===== src/rtl/twi_regs_pkg.sv =====
package twi_regs_pkg;
  localparam int unsigned NUM_WORDS = 10;
  localparam int unsigned STS_W     = 5;
  localparam int unsigned FLAG_W    = 4;

  localparam int unsigned IDX_CLK_STD = 0;
  localparam int unsigned IDX_CLK_HS  = 1;
  localparam int unsigned IDX_CFG     = 2;
  localparam int unsigned IDX_CMD     = 3;
  localparam int unsigned IDX_SLV     = 4;
  localparam int unsigned IDX_DLO     = 5;
  localparam int unsigned IDX_DHI     = 6;
  localparam int unsigned IDX_STS     = 7;
  localparam int unsigned IDX_MSK     = 8;
  localparam int unsigned IDX_BSY     = 9;

  localparam logic [15:0] CLK_KEEP = 16'hF3FF;
  localparam logic [15:0] CLK_INIT = 16'h301F;
  localparam logic [15:0] CFG_KEEP = 16'hFFF3;
  localparam logic [15:0] CFG_INIT = 16'h3302;
  localparam logic [15:0] CMD_KEEP = 16'h0377;
endpackage


===== src/rtl/twi_field_reg.sv =====
module twi_field_reg #(
  parameter int unsigned W = 16,
  parameter logic [W-1:0] KEEP = '1,
  parameter logic [W-1:0] INIT = '0
) (
  input  logic         clk,
  input  logic         rst_n,
  input  logic         we,
  input  logic [W-1:0] wdata,
  output logic [W-1:0] q
);
  always_ff @(posedge clk or negedge rst_n) begin
    if (!rst_n)  q <= INIT;
    else if (we) q <= wdata & KEEP;
  end
endmodule


===== src/rtl/twi_cmd_ctrl.sv =====
module twi_cmd_ctrl #(
  parameter int unsigned W = 16,
  parameter logic [W-1:0] KEEP = '1
) (
  input  logic         clk,
  input  logic         rst_n,
  input  logic         cmd_we,
  input  logic [W-1:0] cmd_wdata,
  input  logic         done,
  output logic         busy,
  output logic         start,
  output logic [W-1:0] cmd_q
);
  logic accept;
  assign accept = cmd_we && !busy;

  always_ff @(posedge clk or negedge rst_n) begin
    if (!rst_n) begin
      busy  <= 1'b0;
      start <= 1'b0;
      cmd_q <= '0;
    end else begin
      start <= accept;
      if (accept) begin
        busy  <= 1'b1;
        cmd_q <= cmd_wdata & KEEP;
      end else if (done) begin
        busy <= 1'b0;
      end
    end
  end
endmodule


===== src/rtl/twi_irq_ctrl.sv =====
module twi_irq_ctrl #(
  parameter int unsigned N = 5
) (
  input  logic         clk,
  input  logic         rst_n,
  input  logic         sts_we,
  input  logic         msk_we,
  input  logic [N-1:0] wdata,
  input  logic [N-1:0] set_vec,
  output logic [N-1:0] sts,
  output logic [N-1:0] msk,
  output logic         irq
);
  logic [N-1:0] clr_vec;
  assign clr_vec = sts_we ? wdata : '0;

  always_ff @(posedge clk or negedge rst_n) begin
    if (!rst_n) begin
      sts <= '0;
      msk <= '0;
    end else begin
      sts <= (sts & ~clr_vec) | set_vec;
      if (msk_we) msk <= wdata;
    end
  end

  assign irq = |(sts & msk);
endmodule


===== src/rtl/twi_regfile.sv =====
module twi_regfile
  import twi_regs_pkg::*;
#(
  parameter int unsigned ADDR_W = 8,
  parameter int unsigned SLV_W  = 10
) (
  input  logic              clk,
  input  logic              rst_n,
  input  logic [ADDR_W-1:0] bus_addr,
  input  logic              bus_we,
  input  logic [31:0]       bus_wdata,
  output logic [31:0]       bus_rdata,
  output logic              irq,
  output logic              seq_start,
  output logic [15:0]       seq_cmd,
  output logic [SLV_W-1:0]  seq_slave,
  output logic [63:0]       seq_wdata,
  output logic [15:0]       seq_cfg,
  output logic [15:0]       seq_clk_std,
  output logic [15:0]       seq_clk_hs,
  input  logic              seq_done,
  input  logic [3:0]        seq_flags,
  input  logic              seq_rd_valid,
  input  logic [63:0]       seq_rdata
);
  localparam int unsigned IDX_W = ADDR_W - 2;

  logic [IDX_W-1:0]     widx;
  logic                 aligned;
  logic [NUM_WORDS-1:0] wsel;
  logic [15:0]          clk_q [2];
  logic                 busy;
  logic [STS_W-1:0]     sts;
  logic [STS_W-1:0]     msk;
  logic [STS_W-1:0]     set_vec;
  logic [31:0]          data_lo;
  logic [31:0]          data_hi;
  logic                 rd_load;

  assign widx    = bus_addr[ADDR_W-1:2];
  assign aligned = (bus_addr[1:0] == 2'b00);

  for (genvar i = 0; i < NUM_WORDS; i++) begin : g_sel
    assign wsel[i] = bus_we && aligned && (widx == IDX_W'(i));
  end

  for (genvar c = 0; c < 2; c++) begin : g_clk
    twi_field_reg #(.W(16), .KEEP(CLK_KEEP), .INIT(CLK_INIT)) u_clk (
      .clk(clk), .rst_n(rst_n), .we(wsel[IDX_CLK_STD + c]),
      .wdata(bus_wdata[15:0]), .q(clk_q[c])
    );
  end

  twi_field_reg #(.W(16), .KEEP(CFG_KEEP), .INIT(CFG_INIT)) u_cfg (
    .clk(clk), .rst_n(rst_n), .we(wsel[IDX_CFG]),
    .wdata(bus_wdata[15:0]), .q(seq_cfg)
  );

  twi_field_reg #(.W(SLV_W), .KEEP('1), .INIT('0)) u_slv (
    .clk(clk), .rst_n(rst_n), .we(wsel[IDX_SLV]),
    .wdata(bus_wdata[SLV_W-1:0]), .q(seq_slave)
  );

  twi_cmd_ctrl #(.W(16), .KEEP(CMD_KEEP)) u_cmd (
    .clk(clk), .rst_n(rst_n), .cmd_we(wsel[IDX_CMD]),
    .cmd_wdata(bus_wdata[15:0]), .done(seq_done),
    .busy(busy), .start(seq_start), .cmd_q(seq_cmd)
  );

  assign set_vec = seq_done ? {seq_flags, 1'b1} : '0;

  twi_irq_ctrl #(.N(STS_W)) u_irq (
    .clk(clk), .rst_n(rst_n), .sts_we(wsel[IDX_STS]), .msk_we(wsel[IDX_MSK]),
    .wdata(bus_wdata[STS_W-1:0]), .set_vec(set_vec),
    .sts(sts), .msk(msk), .irq(irq)
  );

  assign rd_load = seq_done && seq_rd_valid;

  always_ff @(posedge clk or negedge rst_n) begin
    if (!rst_n) begin
      data_lo <= '0;
      data_hi <= '0;
    end else if (rd_load) begin
      data_lo <= seq_rdata[31:0];
      data_hi <= seq_rdata[63:32];
    end else begin
      if (wsel[IDX_DLO]) data_lo <= bus_wdata;
      if (wsel[IDX_DHI]) data_hi <= bus_wdata;
    end
  end

  assign seq_wdata   = {data_hi, data_lo};
  assign seq_clk_std = clk_q[0];
  assign seq_clk_hs  = clk_q[1];

  always_comb begin
    bus_rdata = '0;
    case (widx)
      IDX_W'(IDX_CLK_STD): bus_rdata[15:0]      = clk_q[0];
      IDX_W'(IDX_CLK_HS):  bus_rdata[15:0]      = clk_q[1];
      IDX_W'(IDX_CFG):     bus_rdata[15:0]      = seq_cfg;
      IDX_W'(IDX_CMD):     bus_rdata[15:0]      = seq_cmd;
      IDX_W'(IDX_SLV):     bus_rdata[SLV_W-1:0] = seq_slave;
      IDX_W'(IDX_DLO):     bus_rdata            = data_lo;
      IDX_W'(IDX_DHI):     bus_rdata            = data_hi;
      IDX_W'(IDX_STS):     bus_rdata[STS_W-1:0] = sts;
      IDX_W'(IDX_MSK):     bus_rdata[STS_W-1:0] = msk;
      IDX_W'(IDX_BSY):     bus_rdata[0]         = busy;
      default:             bus_rdata            = '0;
    endcase
  end
endmodule


===== config.mk =====
export PLATFORM = sky130hd
export DESIGN_NAME = twi_regfile
export DESIGN_NICKNAME = d
export VERILOG_FILES = /design/src/rtl/twi_regs_pkg.sv /design/src/rtl/twi_field_reg.sv /design/src/rtl/twi_cmd_ctrl.sv /design/src/rtl/twi_irq_ctrl.sv /design/src/rtl/twi_regfile.sv
export SDC_FILE = /design/constraint.sdc
export NUM_CORES = 1
export LEC_CHECK = 0
export BUFFER_PORTS_ARGS = -buffer_cell sky130_fd_sc_hd__buf_4
export CAP_MARGIN = 0
export CORE_MARGIN = 4
export CORE_UTILIZATION = 53
export DETAILED_ROUTE_END_ITERATION = 8
export PLACE_DENSITY = 0.93
export SLEW_MARGIN = 20
export SYNTH_ARGS = -nofsm -noshare
export SYNTH_HDL_FRONTEND = slang
export SYNTH_HIERARCHICAL = 1
export SYNTH_SLANG_ARGS = --single-unit
export TNS_END_PERCENT = 10

===== constraint.sdc =====
create_clock -name clk -period 2.57 [get_ports clk]
set_input_delay 0.257 -clock clk [delete_from_list [all_inputs] [get_ports clk]]
set_output_delay 0.257 -clock clk [all_outputs]
set_load 0.1 [all_outputs]

[Word-level counts from Yosys, hierarchy flattened]
Cells that the tools add are included.
Word-level totals
  bits in registers: 136
  input port bits: 113
  output and inout bits: 172
  word-level logic and storage cells: 56
Operators by class
  equal/unequal tests: 9
  multiplexer cells: 13
  bitwise operators: 4
  reduce and logical (&&, ||, !) cells: 19
Operator list (count)
  $mux W32: 4
  $pmux W4 S9: 1
  $pmux W5 S7: 1
  $pmux W16 S2: 1
  $pmux W6 S5: 1
  $eq A6 B3 Y1 const B: 4
  $eq A6 B2 Y1 const B: 2
  $eq A6 B4 Y1 const B: 2
  $logic_and A1 B1 Y1: 12
  $and A5 B5 Y5: 2
  $mux W5: 2
  $pmux W1 S10: 1
  $eq A6 B1 Y1 const B: 1
  $logic_not A6 Y1: 1
  $reduce_bool A2 Y1: 3
  $not A5 Y5: 1
  $or A5 B5 Y5: 1
  $reduce_or A5 Y1: 1
  $logic_not A2 Y1: 1
  $mux W1: 2
  $logic_not A1 Y1: 1

[Longest topological paths before layout]
Gate-level depths: netlist (run 1).
  depth after elaboration: 7
  gate-level depth with buffers: 8
  depth with buffers taken out: 5

[Modules after synthesis]
Netlist (run 1), hierarchy kept.
By module, submodules not included
  twi_regfile: times used 1, cells each 504, area an instance 4095.2 µm², sequential area each 1601.5 µm²
  twi_field_reg at g_clk[0].u_clk ...: times used 2, cells each 32, area an instance 546.8 µm², sequential area each 359.1 µm²
  twi_field_reg at u_cfg: times used 1, cells each 32, area an instance 544.3 µm², sequential area each 356.6 µm²
  twi_cmd_ctrl: times used 1, cells each 31, area an instance 462.9 µm², sequential area each 250.2 µm²
  twi_field_reg at u_slv: times used 1, cells each 21, area an instance 411.6 µm², sequential area each 250.2 µm²
  twi_irq_ctrl: times used 1, cells each 28, area an instance 384.1 µm², sequential area each 250.2 µm²

[Worst setup path before layout (run 1)]
OpenSTA, ideal clock, no wires.
  path type: reg-to-output
  start: register u_cmd.cmd_q[0]
  end: output port bus_rdata[0]
  data arrival time: 4487 ps
  data required time: 2313 ps
  setup slack: -2174 ps
  cell stages (with the launch flop): 5
  path buffers: 0
  path through: dfrtp_1 and3_1 a21oi_1 o21a_1 o41ai_1
On the way
  word-level cells in the longest chain between the ends: 1
Ends and longest elaborated chain
  start: declaration: line twi_cmd_ctrl.sv:12  | output logic [W-1:0] cmd_q
  start signal: assignment: line twi_cmd_ctrl.sv:26  | cmd_q <= cmd_wdata & KEEP;
  $pmux W1 S10: line twi_regfile.sv:99  | case (widx)
  end: declaration: line twi_regfile.sv:12  | output logic [31:0] bus_rdata,
Every way passes these cells.

[Worst setup path in the final report (run 1)]
Same ends and word-level chain as after synthesis.

==> flow_summary.toml, run 1 <==
[global_routing]
grt_usage = 0.322
grt_max_degree = 74
grt_pass1_vias = 6737
grt_remaining_overflow = 0
grt_first_pass_wirelength_mm = 36.9
antenna_found_initial = 0

[clocking]
postCtsSetupRepairBufs = 0
cts.path.max_buffers = 2
clock-root-buffer = "clkbuf_16"
cts_tree = "done"
htree_levels = 4
cts_buffers = 17
cts_sinks = 136
cts.repair.resized = 0
clk_pin_slew_ns = 0.06
ctsHoldBuffers = 1
clock_latency_ns = 0.41

[timing]
fin_crit_sh = 0.876
hold_viol = 0
whs_ns = 0.109
finalCriticalPeriod_ns = 2.25
timing.fmax_mhz = 444
slew_viol_final = 0
worst_clock_skew_ns = 0.00262
rsz0062_at_grt = "no"
finalSetupViolCount = 0
setup_tns_ns = 0

[detailed_routing]
dr.pass1.iters = 5
wl_per_cell_um = 22.0
dr.first_iter.drc_count = 686
detail-route-antenna-nets = 0
via_count = 6775
avgViaCountPerCell = 6.00
remaining_drc_errors = 0
routed_wl_mm = 24.8

[floorplan]
die-area_um2 = 15100
placementRows = 41
core_area_um2 = 12800
initial_utilization = 0.547
die_w_um = 123
pin_count = 285
dieHeight_um = 123

[run]
drv_cap = 0

[cells_and_area]
postLayoutCellArea_um2 = 9810
final_cell_mix = "buf_4, nand2_1, dfrtp_1"
fin_util = 0.768
syn2layout_area_growth_pct = 40.3
antennaDiodeCount = 0
ff_latch_area_um2 = 3430
fillCellCount = 814
final_layout_size_suffix_gt1_frac = 0.454
fin_nets = 1058
final_common_cell = "buf_4"
multi_input_area_um2 = 3300

[placement]
place_area_um2 = 9220
portBuffers = 270
globalplace.congestion = 0.948
dp_hpwl_mm = 17.5

[critical_path]
critical_path_class = "register to output port"
cp-end-kind = "output port"
startpoint_type = "register"
worstPathArrival_ns = 1.99
path_max_fanout = 3
crit_required_ns = 2.31
slowest_stage = "dfrtp_1"
cpPeakStageDelay_ns = 0.39
path_cells = "and3_1, a21oi_1, o21a_1, o41ai_4, buf_4"

[power_and_ir_drop]
p_leak_nw = 4.84
power.switching_mw = 3.00
p_seq_frac = 0.341
clkPwrFrac = 0.322
ir_worst_vdd_mv = 0.555
swShare = 0.406
p_int_mw = 4.39
p_comb_frac = 0.337
power_density_nw_per_um2 = 753

[logic_synthesis]
ys_types = 42
synth_cells = 680
synth-async-reset-ratio = 1.00
ys_seq_area_frac = 0.490
yosysWarnings = 6
syn_area_um2 = 6990
synth-main-ff-cell = "dfrtp_1"
synth-edff-count = 0
avgSynthCellArea_um2 = 10.3
synth.ff_latch_count = 136

[run_status]
run_status = "complete, no violations"

[hold_path]
hold_path.class = "input port to register"
-- cells in the mapped netlist (5+ instances only) --
cell type,instances,share of area
nor3_1,6,0.0043
nor2_1,75,0.040
mux4_2,17,0.055
and3_1,5,0.0045
dfstp_2,19,0.071
a21o_1,5,0.0054
o21ai_0,6,0.0043
buf_2,13,0.0093
and2_1,5,0.0045
dfrtp_1,117,0.42
mux2_1,5,0.0081
mux2_2,43,0.069
a22o_1,16,0.020
buf_6,8,0.013
buf_4,15,0.016
mux2i_1,9,0.013
nand2_1,162,0.087
mux2_4,18,0.039
clkbuf_1,24,0.013
a22oi_1,13,0.014
a31oi_1,66,0.059
a21oi_1,7,0.0050
-- worst paths after layout --
| check | slack [ns] | from | depth (start not counted) | endpoint |
|---|---|---|---|---|
| setup / recovery | 0.32 | u_cmd/cmd_q[0] | 5 | bus_rdata[0] |
| max in group asynchronous | 1.41 | rst_n | 3 | g_clk[1].u_clk/q[0] |
| setup reg to reg | 1.25 | u_cmd/busy | 3 | u_cmd/cmd_q[2] |
| min in group asynchronous | 0.33 | rst_n | 2 | data_lo[14] |
| hold reg to reg | 0.53 | u_cmd/busy | 1 | u_cmd/busy |
| hold / removal | 0.11 | bus_wdata[10] | 2 | u_cfg/q[10] |
-- state kept, by name, summed over array words and instances, names as in the netlist --
signal,count
data_hi,32
data_lo,32
g_clk.u_clk/q,28
u_cfg/q,14
u_slv/q,10
u_cmd/cmd_q,8
u_irq/msk,5
u_irq/sts,5
u_cmd/busy,1
u_cmd/start,1
-- metrics by stage --
stage,worst slack [ns],total power [mW],cells
after floorplan,-0.320,4.35,690
after global placement,0.426,4.98,1097
after detailed placement,0.372,5.02,1097
after CTS,0.327,7.39,1130
after global routing,0.244,7.60,1130
final,0.318,7.38,1130
-- logic make-up (layout without fill, tap and decap cells) --
group / after synthesis / count (layout) / synth area share
AND/OR/NAND/NOR: 266 / 266 / 0.156
other: 4 / 14 / 0.00215
AO/OA/AOI/OAI: 119 / 119 / 0.115
flip-flops: 136 / 136 / 0.490
buffers and inverters: 63 / 331 / 0.0528
multiplexers: 92 / 92 / 0.184
-- per-layer routing --
metal  routed length (um)  GRT usage  vias up
met2                12200      0.527      492
met5                    0          0        -
met1                 9070      0.408     3293
li1                     -          -     2905
met3                 2620     0.0825       85
met4                  949      0.136        0
-- critical path: cells and delay by family (launching register included) --
family	cells	cell delay (ns)
flops	1	0.39
buf+inv	1	0.36
simple gates	1	0.19
compound gates	3	0.62
-- power by group through the flow --
stage	registers, mW	clock network (mW)	logic [mW]
floorplan	3.80	0	0.552
global placement	2.54	0	2.44
detailed placement	2.55	0	2.47
CTS	2.51	2.39	2.48
global route	2.54	2.50	2.56
finish	2.52	2.38	2.49
-- final cells by class --
cell class | count | area share
Multi-Input combinational cell | 491 | 0.336
Clock buffer | 23 | 0.0487
Inverter | 1 | 0.000383
Sequential cell | 136 | 0.349
Timing Repair Buffer | 298 | 0.233
Tap cell | 172 | 0.0219
Clock inverter | 9 | 0.00995
(Power assumes the default switching activity.)
==> run 2: changes to the inputs <==
GPL_TIMING_DRIVEN = 0   (was unset)
PLACE_DENSITY = 0.94   (was 0.93)
==> run 2 against run 1 <==
  * Wire length is 12% higher
  * Global-route usage is 3.9 points higher
  * First-iteration DRC count is 15% higher
  * Cell count is 2.9% higher
  * Die area stayed put
  * Combinational power is 2% higher
  * Non-clock buffer count is 33 higher
  * Worst hold slack worse by 0.040 ns
==> flow_summary.toml, run 2 (synthesis results as in run 1) <==
[run_status]
run_status = "complete, no violations"

[timing]
timing.fmax_mhz = 394
whs_ns = 0.0695
worst_slew_pin_slew_ns = 0.882
slew_headroom = 0.407
slew_viol_final = 0
hold_viol = 0
finalSetupViolCount = 0
finalCriticalPeriod_ns = 2.54
setup_tns_ns = 0
fin_crit_sh = 0.988
fin_ws_ns = 0.0308
worst_clock_skew_ns = 0.00352

[cells_and_area]
multi_input_area_um2 = 3270
final_layout_size_suffix_gt1_frac = 0.450
final_cell_mix = "buf_4, nand2_1, dfrtp_1"
ff_latch_area_um2 = 3430
stdcell_count = 1163
postLayoutCellArea_um2 = 9940
fillCellCount = 804
fin_nets = 1091
final_common_cell = "buf_4"
reg_top3 = "data_hi: 32 flops, data_lo: 32 flops, g_clk.u_clk/q: 28 flops"
antennaDiodeCount = 0
fin_util = 0.778
syn2layout_area_growth_pct = 42.1

[critical_path]
r2r-start = "u_cmd/busy"
cp.buffers_inverters = 3
slowest_stage = "clkbuf_1"
rr_endpoint = "u_cmd/cmd_q[9]"
crit_required_ns = 2.31
reg2regPathDepth = 3
crit_family = "buffers and inverters"
critical_path_class = "input port to output port"
cp-end-kind = "output port"
worstPathArrival_ns = 2.28
cpPeakStageDelay_ns = 0.63
path_max_fanout = 10
cpMostUsedCell = "clkbuf_1"
rrSetupSlack_ns = 1.35
startpoint_type = "input port"
path_cells = "clkbuf_1, clkbuf_1, mux4_2, a22oi_1, nand2_1, buf_4"

[detailed_routing]
routed_wl_mm = 27.8
dr.pass1.iters = 6
detail-route-antenna-nets = 0
wl_per_cell_um = 23.9
remaining_drc_errors = 0
via_count = 7164
avgViaCountPerCell = 6.16
dr.first_iter.drc_count = 789

[floorplan]
placementRows = 41
pin_count = 285
dieHeight_um = 123
die_w_um = 123
core_area_um2 = 12800
die-area_um2 = 15100
initial_utilization = 0.547

[placement]
dp_cells = 1130
portBuffers = 267
globalplace.congestion = 0.891
dp_slack_ns = -0.471
place_area_um2 = 9310
dp_hpwl_mm = 19.3

[global_routing]
antenna_found_initial = 0
grt_max_degree = 96
grt_pass1_vias = 7203
grt_usage = 0.362
grt_first_pass_wirelength_mm = 40.6
grt_remaining_overflow = 0

[power_and_ir_drop]
power_density_nw_per_um2 = 758
p_leak_nw = 4.89
finalPower_mw = 7.53
ir_worst_vdd_mv = 0.731

[clocking]
clock-root-buffer = "clkbuf_16"
clock_latency_ns = 0.43
cts_tree = "done"
cts.path.max_buffers = 2
cts_sinks = 136
htree_levels = 4
clk_pin_slew_ns = 0.06
cts_buffers = 17

[hold_path]
hold_path.class = "input port to register"
hold_path_end = "u_cmd/busy"
min_from = "seq_done"
min_path_cells = 2

[run]
drv_cap = 0
==> run 2: how the worst max path moves through the flow <==
stage | start | to | slack, ns | cells past startpoint
2_1_floorplan | bus_addr[3] | bus_rdata[6] | -0.32 | 6
5_1_grt | bus_addr[3] | bus_rdata[1] | -0.02 | 6
3_5_place_dp | bus_addr[7] | g_clk[0].u_clk/q[5] | -0.47 | 6
6_report | bus_addr[3] | bus_rdata[1] | 0.03 | 6
4_1_cts | bus_addr[3] | bus_rdata[1] | -0.06 | 6
3_3_place_gp | bus_addr[7] | g_clk[0].u_clk/q[5] | -0.43 | 6
==> run 2: repair_timing <==
item,CTS,global route
hold buffers,1,0
endpoints found under the setup margin,33,35
gates resized for setup,4,10
setup buffers,0,0
endpoints found under the hold margin,37,0
==> run 2: layer usage <==
layer,GRT usage,vias to the layer above,part of all wire
li1,-,2968,-
met1,0.429,3490,0.35
met2,0.592,567,0.49
met3,0.103,139,0.11
met4,0.202,0,0.058
met5,0,-,0
==> run 2: layout make-up <==
type                       instances  area share
buffer                            62      0.0379
clock buffer                      21      0.0473
clock inverter                    11      0.0125
inverter                           1    0.000378
multi-input combinational        491       0.329
sequential                       136       0.345
tap                              172      0.0217
timing repair buffer             269       0.206
==> run 2: power by group <==
part           switching [mW]  internal, mW  total, mW
clock                   0.975          1.50       2.48
combinational            1.97         0.568       2.54
sequential              0.177          2.34       2.51
==> run 3: changes to the inputs <==
CORE_UTILIZATION = 49   (was 53)
PLACE_DENSITY = 0.88   (was 0.94)
clock period = 2.8 ns   (was 2.57 ns; I/O delays follow)
==> run 3 against run 2 <==
  * Global-route usage shrank 4.0 points
  * Worst hold slack gained 0.043 ns
  * Register-to-register slack improved by 0.24 ns
  * Die area grew 7.6%
  * Critical path type unchanged
  * Largest power group unchanged
==> flow_summary.toml, run 3 (synthesis results as in run 1) <==
[run_status]
run_status = "complete, no violations"

[timing]
whs_ns = 0.112
worst_clock_skew_ns = 0.0106
setup_tns_ns = 0
worst_slew_pin_slew_ns = 1.08
rsz0062_at_grt = "no"
finalCriticalPeriod_ns = 2.75
slew_headroom = 0.273
hold_viol = 0
timing.fmax_mhz = 364
fin_crit_sh = 0.981
slew_viol_final = 0
finalSetupViolCount = 0

[clocking]
clock-root-buffer = "clkbuf_16"
cts_sinks = 136
cts_tree = "done"
cts_buffers = 17
cts.path.max_buffers = 2
htree_levels = 4
clk_pin_slew_ns = 0.06
clock_latency_ns = 0.43

[cells_and_area]
final_common_cell = "buf_4"
final_layout_size_suffix_gt1_frac = 0.445
antennaDiodeCount = 0
ff_latch_area_um2 = 3430
reg_top3 = "data_hi: 32 flops, data_lo: 32 flops, g_clk.u_clk/q: 28 flops"
stdcell_count = 1171
multi_input_area_um2 = 3270
fin_nets = 1091
final_cell_mix = "buf_4, nand2_1, dfrtp_1"
fillCellCount = 1019
syn2layout_area_growth_pct = 41.8

[critical_path]
path_max_fanout = 10
critical_path_class = "input port to output port"
worstPathArrival_ns = 2.47
rrSetupSlack_ns = 1.59
rr_endpoint = "u_cmd/cmd_q[0]"
r2r-start = "u_cmd/busy"
reg2regPathDepth = 3
crit_required_ns = 2.52
cp-end-kind = "output port"
startpoint_type = "input port"

[global_routing]
antenna_found_initial = 0
grt_max_degree = 76
grt_first_pass_wirelength_mm = 39.9
grt_remaining_overflow = 0
grt_pass1_vias = 6960
grt_usage = 0.322

[placement]
globalplace.congestion = 0.967
portBuffers = 267
dp_cells = 1138
dp_hpwl_mm = 19.2

[floorplan]
placementRows = 43
initial_utilization = 0.502
core_area_um2 = 13900
die_w_um = 127
die-area_um2 = 16200
pin_count = 285
dieHeight_um = 127

[detailed_routing]
via_count = 6865
remaining_drc_errors = 0
dr.pass1.iters = 6
wl_per_cell_um = 22.7
avgViaCountPerCell = 5.86
routed_wl_mm = 26.6
detail-route-antenna-nets = 0
dr.first_iter.drc_count = 700

[power_and_ir_drop]
finalPower_mw = 6.80
power_density_nw_per_um2 = 686
ir_worst_vdd_mv = 0.512
p_leak_nw = 4.88

[hold_path]
hold_path.class = "input port to register"
hold_path_end = "u_cmd/busy"
min_from = "seq_done"
min_path_cells = 2

[run]
drv_cap = 0
## run 3: per-stage QoR
stage | utilization | worst slack, ns | area [um^2]
4_1_cts | 0.711 | 0.0374 | 9910
3_3_place_gp | 0.666 | -0.318 | 9280
3_5_place_dp | 0.669 | -0.302 | 9320
5_1_grt | 0.711 | 0.0256 | 9910
2_1_floorplan | - | -0.136 | 7050
6_report | 0.711 | 0.0526 | 9910
## run 3: worst max-delay path by stage
stage	start	endpoint	slack, ns
final	bus_addr[7]	bus_rdata[10]	0.05
after global placement	bus_addr[2]	g_clk[1].u_clk/q[8]	-0.32
after detailed placement	bus_addr[2]	g_clk[1].u_clk/q[5]	-0.30
after global routing	bus_addr[7]	bus_rdata[19]	0.03
after floorplan	bus_addr[3]	bus_rdata[6]	-0.14
after CTS	bus_addr[3]	bus_rdata[1]	0.04
## run 3: repair_timing
item	CTS	global route
pin swaps	0	0
gates resized for setup	3	2
endpoints found under the setup margin	13	2
hold buffers	1	0
buffers inserted	0	0
hold endpoints to repair	66	0
## run 3: critical path: stages
cell and delay (ns):
buf_4 0.16, or4b_1 0.54, buf_2 0.23, nor2_1 0.33, buf_2 0.36, a22oi_1 0.14
nand2_1 0.14, buf_4 0.30
## run 3: per-layer routing
| layer | share of wire | global-route usage | routed length (um) | vias to the layer above |
|---|---|---|---|---|
| met3 | 0.11 | 0.100 | 2910 | 82 |
| met5 | 0 | 0 | 0 | - |
| met2 | 0.48 | 0.525 | 12900 | 505 |
| li1 | - | - | - | 2961 |
| met1 | 0.37 | 0.400 | 9840 | 3317 |
| met4 | 0.035 | 0.126 | 939 | 0 |
## run 3: final cells by class
class	instances	area share
multi-input combinational	491	0.330
sequential	136	0.346
tap	180	0.0227
buffer	62	0.0371
clock inverter	10	0.00972
clock buffer	22	0.0478
timing repair buffer	269	0.207
inverter	1	0.000379
## run 3: power breakdown
part	switching, mW	leakage, nW	internal (mW)
Combinational	1.80	3.01	0.521
Sequential	0.157	1.61	2.15
Clock	0.891	0.269	1.29
